===== config.mk =====
export PLATFORM = sky130hd
export DESIGN_NAME = vme_rora_irq
export DESIGN_NICKNAME = d
export VERILOG_FILES = /design/src/rtl/vme_irq_pkg.sv /design/src/rtl/vme_irq_status.sv /design/src/rtl/vme_irq_lines.sv /design/src/rtl/vme_iack_resp.sv /design/src/rtl/vme_rora_irq.sv
export SDC_FILE = /design/constraint.sdc
export NUM_CORES = 1
export LEC_CHECK = 0
export BUFFER_PORTS_ARGS = -buffer_cell sky130_fd_sc_hd__buf_4
export CORE_MARGIN = 2
export CORE_UTILIZATION = 52
export DETAILED_ROUTE_END_ITERATION = 8
export PLACE_DENSITY = 0.83
export SETUP_SLACK_MARGIN = 0.5
export SYNTH_ARGS = -nofsm -noshare
export SYNTH_HDL_FRONTEND = slang
export SYNTH_HIERARCHICAL = 1
export SYNTH_SLANG_ARGS = --single-unit

===== constraint.sdc =====
create_clock -name clk -period 2.8 [get_ports clk]
set_input_delay 0.28 -clock clk [delete_from_list [all_inputs] [get_ports clk]]
set_output_delay 0.28 -clock clk [all_outputs]
set_load 0.01 [all_outputs]

===== src/rtl/vme_irq_pkg.sv =====
package vme_irq_pkg;
   typedef enum logic [1:0] {
      ACK_IDLE = 2'd0,
      ACK_RESP = 2'd1,
      ACK_PASS = 2'd2
   } ack_state_t;
endpackage


===== src/rtl/vme_irq_status.sv =====
module vme_irq_status #(
   parameter int NSRC = 6
) (
   input  logic            clk,
   input  logic            rst_n,
   input  logic [NSRC-1:0] evt_i,
   input  logic            clr_we,
   input  logic [NSRC-1:0] clr_data,
   output logic [NSRC-1:0] status_q
);
   logic [NSRC-1:0] keep_mask;

   // Set has priority over clear: the event term is ORed after masking.
   assign keep_mask = clr_we ? ~clr_data : {NSRC{1'b1}};

   always_ff @(posedge clk) begin
      if (!rst_n) status_q <= '0;
      else        status_q <= (status_q & keep_mask) | evt_i;
   end
endmodule


===== src/rtl/vme_irq_lines.sv =====
module vme_irq_lines #(
   parameter int NLINES = 7,
   parameter int LVL_W  = 3
) (
   input  logic              pending,
   input  logic [LVL_W-1:0]  level,
   output logic [NLINES-1:0] irq_n
);
   for (genvar g = 0; g < NLINES; g++) begin : g_line
      localparam logic [LVL_W-1:0] MY_LVL = LVL_W'(g + 1);
      assign irq_n[g] = ~(pending && (level == MY_LVL));
   end
endmodule


===== src/rtl/vme_iack_resp.sv =====
module vme_iack_resp
   import vme_irq_pkg::*;
#(
   parameter int LVL_W = 3,
   parameter int VEC_W = 8
) (
   input  logic             clk,
   input  logic             rst_n,
   input  logic             iackin_n,
   input  logic [LVL_W-1:0] iack_lvl,
   input  logic [LVL_W-1:0] level,
   input  logic             pending,
   input  logic             err_pending,
   input  logic [VEC_W-1:0] vec_norm,
   input  logic [VEC_W-1:0] vec_err,
   output logic             iackout_n,
   output logic [VEC_W-1:0] vdata_o,
   output logic             vdata_oe,
   output logic             dtack_n
);
   ack_state_t       state_q, state_d;
   logic [VEC_W-1:0] vec_q, vec_d;
   logic             claim;

   assign claim = pending && (level != '0) && (iack_lvl == level);

   always_comb begin
      state_d = state_q;
      vec_d   = vec_q;
      if (iackin_n) begin
         state_d = ACK_IDLE;
      end else if (state_q == ACK_IDLE) begin
         if (claim) begin
            state_d = ACK_RESP;
            vec_d   = err_pending ? vec_err : vec_norm;
         end else begin
            state_d = ACK_PASS;
         end
      end
   end

   always_ff @(posedge clk) begin
      if (!rst_n) begin
         state_q <= ACK_IDLE;
         vec_q   <= '0;
      end else begin
         state_q <= state_d;
         vec_q   <= vec_d;
      end
   end

   assign dtack_n   = (state_q != ACK_RESP);
   assign vdata_oe  = (state_q == ACK_RESP);
   assign iackout_n = (state_q != ACK_PASS);
   assign vdata_o   = vec_q;
endmodule


===== src/rtl/vme_rora_irq.sv =====
module vme_rora_irq #(
   parameter int          NSRC     = 6,
   parameter int          NLINES   = 7,
   parameter int          LVL_W    = 3,
   parameter int          VEC_W    = 8,
   parameter logic [5:0]  ERR_MASK = 6'b01_1000
) (
   input  logic              clk,
   input  logic              rst_n,
   input  logic [NSRC-1:0]   evt_i,
   input  logic              cfg_we,
   input  logic [LVL_W-1:0]  cfg_level,
   input  logic              vec_we,
   input  logic              vec_sel,
   input  logic [VEC_W-1:0]  vec_data,
   input  logic              clr_we,
   input  logic [NSRC-1:0]   clr_data,
   output logic [NSRC-1:0]   status_o,
   input  logic              iackin_n,
   input  logic [LVL_W-1:0]  iack_lvl,
   output logic [NLINES-1:0] irq_n_o,
   output logic              iackout_n,
   output logic [VEC_W-1:0]  vdata_o,
   output logic              vdata_oe,
   output logic              dtack_n
);
   localparam int MAX_LINES = (1 << LVL_W) - 1;

   if (NSRC < 1 || NSRC > 6) begin : g_bad_nsrc
      $error("NSRC must be 1..6 to fit the error mask");
   end
   if (NLINES != MAX_LINES) begin : g_bad_lines
      $error("NLINES must equal 2**LVL_W - 1");
   end

   logic [LVL_W-1:0] level_q;
   logic [VEC_W-1:0] vec_norm_q, vec_err_q;
   logic [NSRC-1:0]  status_q;
   logic             pending, err_pending;

   always_ff @(posedge clk) begin
      if (!rst_n) begin
         level_q    <= '0;
         vec_norm_q <= '0;
         vec_err_q  <= '0;
      end else begin
         if (cfg_we) level_q <= cfg_level;
         if (vec_we && !vec_sel) vec_norm_q <= vec_data;
         if (vec_we &&  vec_sel) vec_err_q  <= vec_data;
      end
   end

   vme_irq_status #(.NSRC(NSRC)) u_status (
      .clk      (clk),
      .rst_n    (rst_n),
      .evt_i    (evt_i),
      .clr_we   (clr_we),
      .clr_data (clr_data),
      .status_q (status_q)
   );

   assign pending     = |status_q;
   assign err_pending = |(status_q & ERR_MASK[NSRC-1:0]);
   assign status_o    = status_q;

   vme_irq_lines #(.NLINES(NLINES), .LVL_W(LVL_W)) u_lines (
      .pending (pending),
      .level   (level_q),
      .irq_n   (irq_n_o)
   );

   vme_iack_resp #(.LVL_W(LVL_W), .VEC_W(VEC_W)) u_iack (
      .clk         (clk),
      .rst_n       (rst_n),
      .iackin_n    (iackin_n),
      .iack_lvl    (iack_lvl),
      .level       (level_q),
      .pending     (pending),
      .err_pending (err_pending),
      .vec_norm    (vec_norm_q),
      .vec_err     (vec_err_q),
      .iackout_n   (iackout_n),
      .vdata_o     (vdata_o),
      .vdata_oe    (vdata_oe),
      .dtack_n     (dtack_n)
   );
endmodule


---- Word level (Yosys, flattened, before mapping) ----
Index checks and enable logic that the tools add are counted.
operators by class
  equality and inequality tests ........... 11
  multiplexer cells ....................... 3
  bitwise gates (word level) .............. 12
  reduce and logical (&&, ||, !) cells .... 18
operators by type and width
  kind                                           count
  == test 3 bit, second input constant           4
  logical AND 1 bit                              11
  inverter 1 bit                                 9
  2-to-1 mux 8 bit                               1
  bitwise AND 6 bit                              1
  == test 3 x 2 -> 1 bit, second input constant  2
  2-to-1 mux 6 bit                               1
  inverter 6 bit                                 1
  OR 6 bit                                       1
  OR reduction 6 bit                             1
  OR reduction 2 bit                             2
  == test 3 x 1 -> 1 bit, second input constant  1
  == test 3 bit                                  1
  AND reduction 3 bit                            1
  nonzero test 3 bit                             1
  == test 2 x 1 -> 1 bit, second input constant  1
  logical NOT 2 bit                              1
  2-to-1 mux 2 bit                               1
  != test 2 x 1 -> 1 bit, second input constant  1
  != test 2 bit, second input constant           1
  logical NOT 1 bit                              1
storage, ports and cells
  flip-flop bits (word level) ............. 35
  output and inout port bits .............. 24
  word-level logic and storage cells ...... 50

---- Logic depth before layout (Yosys ltp) ----
Gate-level depths: netlist of the first run.
  word-level depth ........................ 4
  gate-level depth with buffers ........... 5

---- Cells and area by module ----
The synthesis of the first run kept the hierarchy.
by module, submodules not included
  module          instances  cells an instance  area an instance (um^2)  sequential area each (um^2)
  vme_rora_irq    1          75                 755.7                    380.4
  vme_iack_resp   1          60                 545.5                    200.2
  vme_irq_status  1          24                 210.2                    120.1
  vme_irq_lines   1          7                  66.3                     0.0

---- Least setup slack after synthesis of the first run ----
OpenSTA, ideal clock, no wires.
  kind .................................... register -> register
  start ................................... register u_status.status_q[4]
  end ..................................... register u_iack.vec_q[0] (netlist: u_iack/vdata_o[0])
  data arrival time ....................... 1.662 ns
  required time ........................... 2.728 ns
  path slack .............................. 1.066 ns
  cell stages (with the launch flop) ...... 6
  cells stage by stage .................... dfxtp_1 -> or2_2 -> nand2b_1 -> nand4b_1 -> nor4_4 -> mux2i_1
RTL lines
  item                    line                  RTL
  from (decl)             vme_irq_status.sv:9   output logic [NSRC-1:0] status_q
  from (signal assigned)  vme_irq_status.sv:18  else status_q <= (status_q & keep_mask) | evt_i;
  OR reduction 2 bit      vme_rora_irq.sv:63    assign err_pending = |(status_q & ERR_MASK[NSRC-1:0]);
  net err_pending         vme_rora_irq.sv:39    logic pending, err_pending;
  2-to-1 mux 8 bit        vme_iack_resp.sv:35   vec_d = err_pending ? vec_err : vec_norm;
  to (signal assigned)    vme_iack_resp.sv:48   vec_q <= vec_d;
  to (decl)               vme_iack_resp.sv:22   logic [VEC_W-1:0] vec_q, vec_d;
The timed path passes the listed nets, and every way through them passes these cells.
A chain may end at the register's enable or synchronous reset.

---- Final worst setup path of the first run ----
  start ................................... register u_status.status_q[4]
  end ..................................... output port irq_n_o[3]
between the ends
  cells in the longest elaborated chain, start to end .. 3
RTL lines
  item                line                 RTL
  OR reduction 6 bit  vme_rora_irq.sv:62   assign pending = |status_q;
  net pending         vme_rora_irq.sv:39
  logical AND 1 bit   vme_irq_lines.sv:11  assign irq_n[g] = ~(pending && (level == MY_LVL));
  inverter 1 bit      vme_irq_lines.sv:11
  to (decl)           vme_rora_irq.sv:21   output logic [NLINES-1:0] irq_n_o,
The timed path passes the listed nets, and every way through them passes these cells.

==> metrics.yaml, run 1 <==
sta:
  timing.final.crit_share_pct: 72.3
  report.final.slew_viol_count: 0
  relSlewSlack_pct: 37.7
  fin_crit_ps: 2020
  worst_hold_slack_ps: 108
  fmax_mhz: 494
  clock_skew_ps: 9.17
  fin_tns_setup_ps: 0
  tightest_slew_ps: 933
  rsz0062_at_grt: "false"
  hold_viol: 0
  setup_viol: 0
layout:
  fin_cells: 254
  layout_common_cells: "56 x buf_4, 35 x dfxtp_1, 33 x nand2_1"
  final_common_cell: "buf_4"
  fill_cells: 217
  diodes: 0
  nets: 255
  final-seq-area_um2: 701
  drive_gt1_share_pct: 30.5
  syn2layout_area_growth_pct: 33.2
  multi_input_area_um2: 795
critical_path:
  cp_top_family: "simple AND/OR/NAND/NOR gates"
  reg2regPathDepth: 6
  arrival_ps: 1740
  cp_num_buf_inv: 1
  crit_required_ps: 2520
  crit_cells: 4
  end_kind: "output pin"
  max_stage_delay_ps: 430
  crit_path_max_fanout: 17
  critPathKind: "flip-flop to output pin"
  path_cells: "or2_2 -> nand2b_1 -> nand4bb_1 -> buf_4"
  slowest_stage: "or2_2"
  critPathLaunchType: "flip-flop"
synthesis:
  synth_nets: 199
  synthXorXnorAreaFrac_pct: 1.11
  synthMuxAreaShare_pct: 17.1
  yosysTopAreaCell: "dfxtp_1"
  ys_seq_area_share_pct: 44.4
  ys_top_cells_by_area: "dfxtp_1 44%, mux2i_1 17%, nand2_1 7.9%, nand2b_1 4.8%, o211ai_1 3.8%"
  async_flop_share_pct: 0
  ys_warn_count: 6
  synth_top_family_by_area: "simple AND/OR/NAND/NOR gates"
  synthAdderAreaFrac_pct: 0
  synth-edff-count: 0
  ys_ff_latch: 35
  avgSynthCellArea_um2: 9.50
  synth_cell_types: 24
  yosys.area_share.simple_pct: 22.4
  yosys.area.top_type_share_pct: 44.4
  synth_ff_type: "dfxtp_1"
  synth_cells: 166
  synth_compound_area_share_pct: 9.75
  syn_area_um2: 1580
clock_tree:
  cts_hold_buf: 0
  clock-sinks: 35
  clk_pin_slew_worst_paths_ps: 100
  cts_buffers: 5
  cts_resized: 0
  clock_latency_ps: 340
  cts_htree_levels: 2
  cts_tree: "yes"
  clockBufferDepth: 2
  cts_root_buf: "clkbuf_4"
detailed_routing:
  first_pass_iters: 4
  dr_wl_met2_um: 1690
  met3_length_um: 169
  vias_per_cell: 5.28
  wl_met1_um: 1460
  drtIter0Drc: 95
  top_layer_used: "met4"
  num_vias: 1341
  post-route-drc-count: 0
  wl_per_cell_um: 13.4
  antenna_left: 0
  wl_um: 3410
global_route:
  grt-ovfl-total: 0
  grt_max_degree: 51
  grt_pass1_wl_um: 5680
  first_global_vias: 1282
  antenna_found_initial: 0
  grt.total_usage_pct: 21.9
power:
  p_leak_uw: 0.000893
  p_total_uw: 1150
  p_per_area_nw_per_um2: 547
  ir_drop_uv: 615
min_path:
  holdPathStages: 2
  hp-class: "input port to flip-flop"
placement:
  dp_hpwl_um: 2460
  dp.cells: 245
  portBuffers: 56
  routabilityCongestion: 0.728
die:
  die_x_um: 59.1
  die_area_um2: 3490
  io_pins: 57
  core_um2: 2830
  initial_core_util_pct: 55.8
  rows: 19
  die_h_um: 59.1
outcome:
  status: "finished clean"
job:
  max_cap_viol_count: 0
[final timing paths]
kind / start / to / slack, ps
setup reg to reg: u_status/status_q[3] / u_iack/vdata_o[5] / 780
setup / recovery: u_status/status_q[4] / irq_n_o[3] / 780
hold / removal: clr_data[4] / u_status/status_q[4] / 110
hold reg to reg: vec_err_q[3] / vec_err_q[3] / 460
[state kept, by name, summed over array words and instances (netlist names)]
signal	count
u_iack/vdata_o	8
u_status/status_q	6
u_iack/state_q	2
level_q	3
vec_err_q	8
vec_norm_q	8
[Yosys cell counts, drive strengths merged, types with 3 or more instances]
cell / n
nor2b: 5
buf: 5
clkbuf: 3
o21ai: 7
a31oi: 6
nand2b: 12
nand4bb: 3
dfxtp: 35
nand4b: 4
nand2: 33
inv: 7
o211ai: 8
mux2i: 27
[timing repair]
item / CTS / global route
setup buffers: 0 / 1
endpoints found under the hold margin: 0 / 0
endpoints found under the setup margin: 0 / 4
[logic make-up (layout without fill, tap and decap cells)]
logic type,Yosys count,after routing
and+or+nand+nor,64,64
DFF,35,35
muxes,27,27
AOI/OAI and AO/OA,23,23
buffers and inverters,15,72
xor gates and xnor gates,2,2
[per-stage QoR]
step           area [um^2]  setup slack (ps)  util, %
2_1_floorplan         1580              1070        -
3_3_place_gp          1980               877     70.0
3_5_place_dp          1980               682     70.0
4_1_cts               2080               654     73.6
5_1_grt               2100               632     74.3
6_report              2100               776     74.3
[cell type report]
cell class                      instances  area share [%]
Inverter                                7            1.25
Clock buffer                            6            1.96
Multi-Input combinational cell        116            37.8
Sequential cell                        35            33.3
Clock inverter                          2            2.86
Timing Repair Buffer                   57            21.0
Tap cell                               31            1.85
[power by group]
part	switching (uW)	leakage (uW)	total, uW	internal (uW)
logic	75.6	0.000554	162	86.8
clock network	168	0.0000525	447	279
registers	18.8	0.000287	540	521
total	262	0.000893	1150	887
[per-layer routing]
layer	GRT usage [%]	vias to the layer above
met1	25.4	613
met5	0	-
met4	11.7	0
li1	-	683
met2	37.3	38
met3	5.24	7
Power figures use the tool's default switching activity.
==> run 2, diff against run 1 <==
--- a/config.mk
+++ b/config.mk
@@ -7,9 +7,9 @@
 export LEC_CHECK = 0
 export BUFFER_PORTS_ARGS = -buffer_cell sky130_fd_sc_hd__buf_4
 export CORE_MARGIN = 2
-export CORE_UTILIZATION = 52
+export CORE_UTILIZATION = 48
 export DETAILED_ROUTE_END_ITERATION = 8
-export PLACE_DENSITY = 0.83
+export PLACE_DENSITY = 0.78
 export SETUP_SLACK_MARGIN = 0.5
 export SYNTH_ARGS = -nofsm -noshare
 export SYNTH_HDL_FRONTEND = slang
==> constraint.sdc (replaced) <==
create_clock -name clk -period 2 [get_ports clk]
set_input_delay 0.2 -clock clk [delete_from_list [all_inputs] [get_ports clk]]
set_output_delay 0.2 -clock clk [all_outputs]
set_load 0.01 [all_outputs]
==> metrics.yaml, run 2 (synthesized netlist as in run 1, its figures left out) <==
layout:
  nets: 262  # +2.7%
  fin_cells: 274  # +7.9%
  final_common_cell: "buf_4"
  drive_gt1_share_pct: 35.7  # +5.2 points
  syn2layout_area_growth_pct: 35.8
  fill_cells: 271  # +25%
  final_cell_area_um2: 2140  # +2.0%
  layout_common_cells: "63 x buf_4, 33 x nand2_1, 29 x dfxtp_1"
  diodes: 0  # unchanged
die:
  die_x_um: 61.3  # +3.8%
  die_area_um2: 3760  # +7.7%
  io_pins: 57  # unchanged
  core_um2: 3080  # +8.8%
  die_h_um: 61.3  # +3.8%
  rows: 20  # +1
  initial_core_util_pct: 51.3  # -4.5 points
sta:
  report.final.slew_viol_count: 0  # unchanged
  timing.final.crit_share_pct: 79.1
  rsz0062_at_grt: "true"
  fmax_mhz: 632
  relSlewSlack_pct: 65.8  # +28 points
  fin_crit_ps: 1580
  tightest_slew_ps: 513  # -419 ps
  setup_viol: 0  # unchanged
  worst_hold_slack_ps: 33.2  # -74.8 ps
  clock_skew_ps: 6.33  # -2.84 ps
  fin_tns_setup_ps: 0  # unchanged
  hold_viol: 0  # unchanged
clock_tree:
  clk_pin_slew_worst_paths_ps: 100  # about the same
  clock-sinks: 35  # unchanged
  cts_root_buf: "clkbuf_4"
  cts_hold_buf: 0  # unchanged
  clockBufferDepth: 2  # unchanged
  cts_buffers: 5  # unchanged
  clock_latency_ps: 340  # about the same
  cts_tree: "yes"
  cts_htree_levels: 2  # unchanged
global_route:
  grt.total_usage_pct: 21.4  # -0.54 points
  antenna_found_initial: 0  # unchanged
  first_global_vias: 1296  # +1.1%
  grt_pass1_wl_um: 5840  # +2.9%
  grt_max_degree: 51  # unchanged
  grt-ovfl-total: 0  # unchanged
detailed_routing:
  vias_per_cell: 5.11  # -3.3%
  wl_per_cell_um: 13.4  # about the same
  drtIter0Drc: 35  # -63%
  first_pass_iters: 4  # unchanged
  wl_um: 3670  # +7.8%
  post-route-drc-count: 0  # unchanged
  antenna_left: 0  # unchanged
  num_vias: 1399  # +4.3%
critical_path:
  worstReg2RegEnd: "u_iack/vdata_o[7]"
  cp_top_family: "simple AND/OR/NAND/NOR gates"
  crit_path_max_fanout: 8  # -9
  arrival_ps: 1380  # -360 ps
  end_kind: "output pin"
  cp_num_buf_inv: 1  # unchanged
  regToRegSetupSlack_ps: 550  # -230 ps
  critPathKind: "flip-flop to output pin"
  max_stage_delay_ps: 350  # -80 ps
  reg2regPathDepth: 6  # unchanged
  crit_required_ps: 1800  # -720 ps
  timing.rr.start: "u_status/status_q[4]"
  path_cells: "nor4_4 -> nand2b_4 -> nand4bb_1 -> buf_4"
  slowest_stage: "dfxtp_2"
  critPathLaunchType: "flip-flop"
power:
  p_leak_uw: 0.000913  # +2.2%
  p_per_area_nw_per_um2: 641  # +17%
  p_total_uw: 1370  # +20%
  ir_drop_uv: 498  # -19%
min_path:
  hold_end: "u_status/status_q[2]"
  hold_start: "clr_data[2]"
  holdPathStages: 2  # unchanged
  hp-class: "input port to flip-flop"
placement:
  portBuffers: 56  # unchanged
  dp.cells: 260  # +6.1%
  place_area_um2: 2020  # +2.2%
  routabilityCongestion: 0.825  # +13%
  dp_hpwl_um: 2640  # +7.4%
job:
  max_cap_viol_count: 0  # unchanged
outcome:
  status: "finished clean"
## run 2: repair_timing
item	4_1_cts	5_1_grt
setup endpoints to repair	16	16
setup buffers	3	3
endpoints found under the hold margin	0	0
gates resized for setup	6	1
pin swaps	4	1
## run 2: layer usage
layer | track usage, % | wire (um) | vias to the layer above
met5 | 0 | 0 | -
met4 | 8.51 | 72 | 0
met3 | 6.30 | 216 | 11
met2 | 36.5 | 1800 | 45
met1 | 25.4 | 1580 | 642
li1 | - | - | 701
## run 2: worst max-delay path by stage
stage	slack, ps	end	depth (start not counted)	startpoint
2_1_floorplan	310	u_iack/vdata_o[0]	5	u_status/status_q[3]
3_3_place_gp	350	u_iack/vdata_o[2]	6	u_status/status_q[3]
3_5_place_dp	260	u_iack/vdata_o[7]	6	u_status/status_q[4]
4_1_cts	390	irq_n_o[1]	4	u_status/status_q[2]
5_1_grt	340	irq_n_o[1]	4	u_status/status_q[1]
6_report	420	irq_n_o[1]	4	u_status/status_q[1]
## run 2: layout make-up
| class | instances | area [um^2] | area share (%) |
|---|---|---|---|
| well taps | 44 | 55.1 | 2.57 |
| clock buffers | 7 | 45.0 | 2.10 |
| multi-input cells | 116 | 820 | 38.2 |
| inverters | 7 | 26.3 | 1.23 |
| flip-flops and latches | 35 | 708 | 33.0 |
| clock inverters | 1 | 5.00 | 0.234 |
| repair buffers | 64 | 484 | 22.6 |
## run 2: power by group
| group | internal (uW) | switching, uW | total (uW) |
|---|---|---|---|
| sequential | 731 | 28.5 | 760 |
| clock | 137 | 222 | 359 |
| combinational | 141 | 115 | 256 |
| total | 1010 | 365 | 1370 |
## run 2: through the flow
step                worst slack, ps  util, %
floorplan                       311        -
global placement                350     65.8
detailed placement              263     65.8
CTS                             387     68.9
global route                    336     69.6
finish                          418     69.6
==> run 3, diff against run 2 <==
--- a/config.mk
+++ b/config.mk
@@ -5,11 +5,12 @@
 export SDC_FILE = /design/constraint.sdc
 export NUM_CORES = 1
 export LEC_CHECK = 0
+export ABC_AREA = 1
 export BUFFER_PORTS_ARGS = -buffer_cell sky130_fd_sc_hd__buf_4
 export CORE_MARGIN = 2
-export CORE_UTILIZATION = 48
+export CORE_UTILIZATION = 45
 export DETAILED_ROUTE_END_ITERATION = 8
-export PLACE_DENSITY = 0.78
+export PLACE_DENSITY = 0.75
 export SETUP_SLACK_MARGIN = 0.5
 export SYNTH_ARGS = -nofsm -noshare
 export SYNTH_HDL_FRONTEND = slang
==> constraint.sdc (replaced) <==
create_clock -name clk -period 1.4 [get_ports clk]
set_input_delay 0.14 -clock clk [delete_from_list [all_inputs] [get_ports clk]]
set_output_delay 0.14 -clock clk [all_outputs]
set_load 0.01 [all_outputs]
==> metrics.yaml, run 3 <==
detailed_routing:
  antenna_left: 0  # unchanged
  post-route-drc-count: 0  # unchanged
  first_pass_iters: 4  # unchanged
  num_vias: 1803  # +29%
  wl_um: 4450  # +21%
  drtIter0Drc: 102  # +190%
  vias_per_cell: 4.65  # -9.0%
  wl_per_cell_um: 11.5  # -14%
clock_tree:
  cts_tree: "yes"
  clockBufferDepth: 2  # unchanged
  clock-sinks: 35  # unchanged
  cts_buffers: 5  # unchanged
  cts_htree_levels: 2  # unchanged
  clock_latency_ps: 280  # -60 ps
  clk_pin_slew_worst_paths_ps: 70  # -30 ps
  cts_hold_buf: 0  # unchanged
  cts_root_buf: "clkbuf_8"
min_path:
  hp-class: "input port to flip-flop"
sta:
  fmax_mhz: 754
  timing.final.crit_share_pct: 94.8
  report.final.slew_viol_count: 0  # unchanged
  fin_crit_ps: 1330
  relSlewSlack_pct: 82.4  # +17 points
  tightest_slew_ps: 263  # -250 ps
  setup_viol: 0  # unchanged
  clock_skew_ps: 3.06  # -3.28 ps
  rsz0062_at_grt: "true"
  hold_viol: 0  # unchanged
  fin_tns_setup_ps: 0  # unchanged
synthesis:
  ys_ff_latch: 35  # unchanged
  synth_nets: 299  # +50%
  yosys.area.top_type_share_pct: 40.0  # -4.4 points
  syn_area_um2: 1750  # +11%
  ys_top_cells_by_area: "dfxtp_1 40%, nand2_1 15%, inv_1 11%, nor2_1 9.0%, nand3_1 4.9%"
  synth-edff-count: 0  # unchanged
  synth_cells: 266  # +60%
  async_flop_share_pct: 0  # unchanged
  synthTopCellsByCount: "72 x nand2_1, 51 x inv_1, 42 x nor2_1, 35 x dfxtp_1, 17 x nand3_1"
  avgSynthCellArea_um2: 6.59  # -31%
  ys_warn_count: 6  # unchanged
  synth_ff_type: "dfxtp_1"
  yosysMostFrequentCell: "nand2_1"
  ys_seq_area_share_pct: 40.0  # -4.4 points
  yosysTopAreaCell: "dfxtp_1"
  synth_cell_types: 22  # -8.3%
critical_path:
  arrival_ps: 1190  # -190 ps
  end_kind: "output pin"
  crit_required_ps: 1260  # -540 ps
  critPathLaunchType: "flip-flop"
  critPathKind: "flip-flop to output pin"
  crit_path_max_fanout: 4  # -4
layout:
  nets: 372  # +42%
  layout_common_cells: "54 x nand2_1, 46 x buf_4, 44 x inv_1"
  final_common_cell: "nand2_1"
  drive_gt1_share_pct: 42.9  # +7.3 points
  final-seq-area_um2: 732  # +3.4%
  syn2layout_area_growth_pct: 56.5
  fin_cells: 388  # +42%
  multi_input_area_um2: 1000  # +22%
  fill_cells: 289  # +6.6%
  diodes: 0  # unchanged
  final_core_utilization_pct: 74.3  # +4.7 points
  final_cell_area_um2: 2740  # +28%
global_route:
  grt.total_usage_pct: 20.4  # -0.97 points
  grt-ovfl-total: 0  # unchanged
  antenna_found_initial: 0  # unchanged
  grt_pass1_wl_um: 6960  # +19%
  grt_max_degree: 23  # -55%
  first_global_vias: 1610  # +24%
placement:
  portBuffers: 56  # unchanged
  dp.cells: 364  # +40%
  dp_hpwl_um: 2820  # +7.0%
  routabilityCongestion: 0.762  # -7.6%
  place_area_um2: 2280  # +13%
die:
  core_um2: 3690  # +20%
  die_h_um: 66.4  # +8.3%
  die_x_um: 66.4  # +8.3%
  initial_core_util_pct: 47.5  # -3.8 points
  rows: 22  # +10%
  die_area_um2: 4410  # +17%
  io_pins: 57  # unchanged
job:
  max_cap_viol_count: 0  # unchanged
power:
  ir_drop_uv: 865  # +74%
  p_total_uw: 2470  # +80%
  p_per_area_nw_per_um2: 901  # +41%
  p_leak_uw: 0.00132  # +45%
outcome:
  status: "finished clean"
[run 3: final timing paths]
| check | start | cells past startpoint | end | slack [ps] |
|---|---|---|---|---|
| setup reg to reg | level_q[1] | 7 | u_iack/vdata_o[4] | 160 |
| hold reg to reg | vec_err_q[2] | 2 | vec_err_q[2] | 470 |
| setup / recovery | u_status/status_q[3] | 6 | irq_n_o[4] | 70 |
| hold / removal | cfg_level[0] | 3 | level_q[0] | 80 |
[run 3: metrics by stage]
stage	hold slack, ps	setup slack [ps]
after floorplan	266	296
after global placement	372	158
after detailed placement	369	155
after CTS	73.1	88.8
after global routing	93.8	11.2
final	79.4	73.2
[run 3: where the power goes]
group	internal [uW]	leakage, uW	switching [uW]	total [uW]
registers	1050	0.000294	55.7	1110
logic	281	0.000979	294	575
clock network	449	0.0000515	339	788
[run 3: kinds of logic after synthesis]
kind of cell           share of synthesized area (%)
AND/OR/NAND/NOR                                 36.4
buffers and inverters                           14.0
flip-flops                                      40.0
AO/OA/AOI/OAI                                   9.57
[run 3: worst max-delay path: stages, from the launching register on]
cell,delay [ps]
dfxtp_2,340
nor2_4,130
nand3_4,110
nand2_4,100
inv_4,50
nand2_2,70
buf_6,100
[run 3: layout make-up]
cell class              instances  area share [%]
multi-input cells             173            36.5
clock buffers                   8            3.65
flip-flops and latches         35            26.7
repair buffers                 71            23.2
well taps                      48            2.19
inverters                      53            7.80
[run 3: timing repair]
action / CTS / global route
pin swaps: 9 / 27
setup endpoints to repair: 22 / 30
gates cloned: 0 / 1
buffers inserted: 8 / 7
gates resized for setup: 27 / 44
endpoints found under the hold margin: 0 / 0
[run 3: routing by layer]
| metal | up-vias | routed length, um | global-route usage (%) |
|---|---|---|---|
| li1 | 962 | - | - |
| met1 | 796 | 1970 | 26.4 |
| met2 | 36 | 2220 | 33.1 |
| met3 | 9 | 189 | 5.62 |
| met4 | 0 | 73 | 6.12 |
| met5 | - | 0 | 0 |
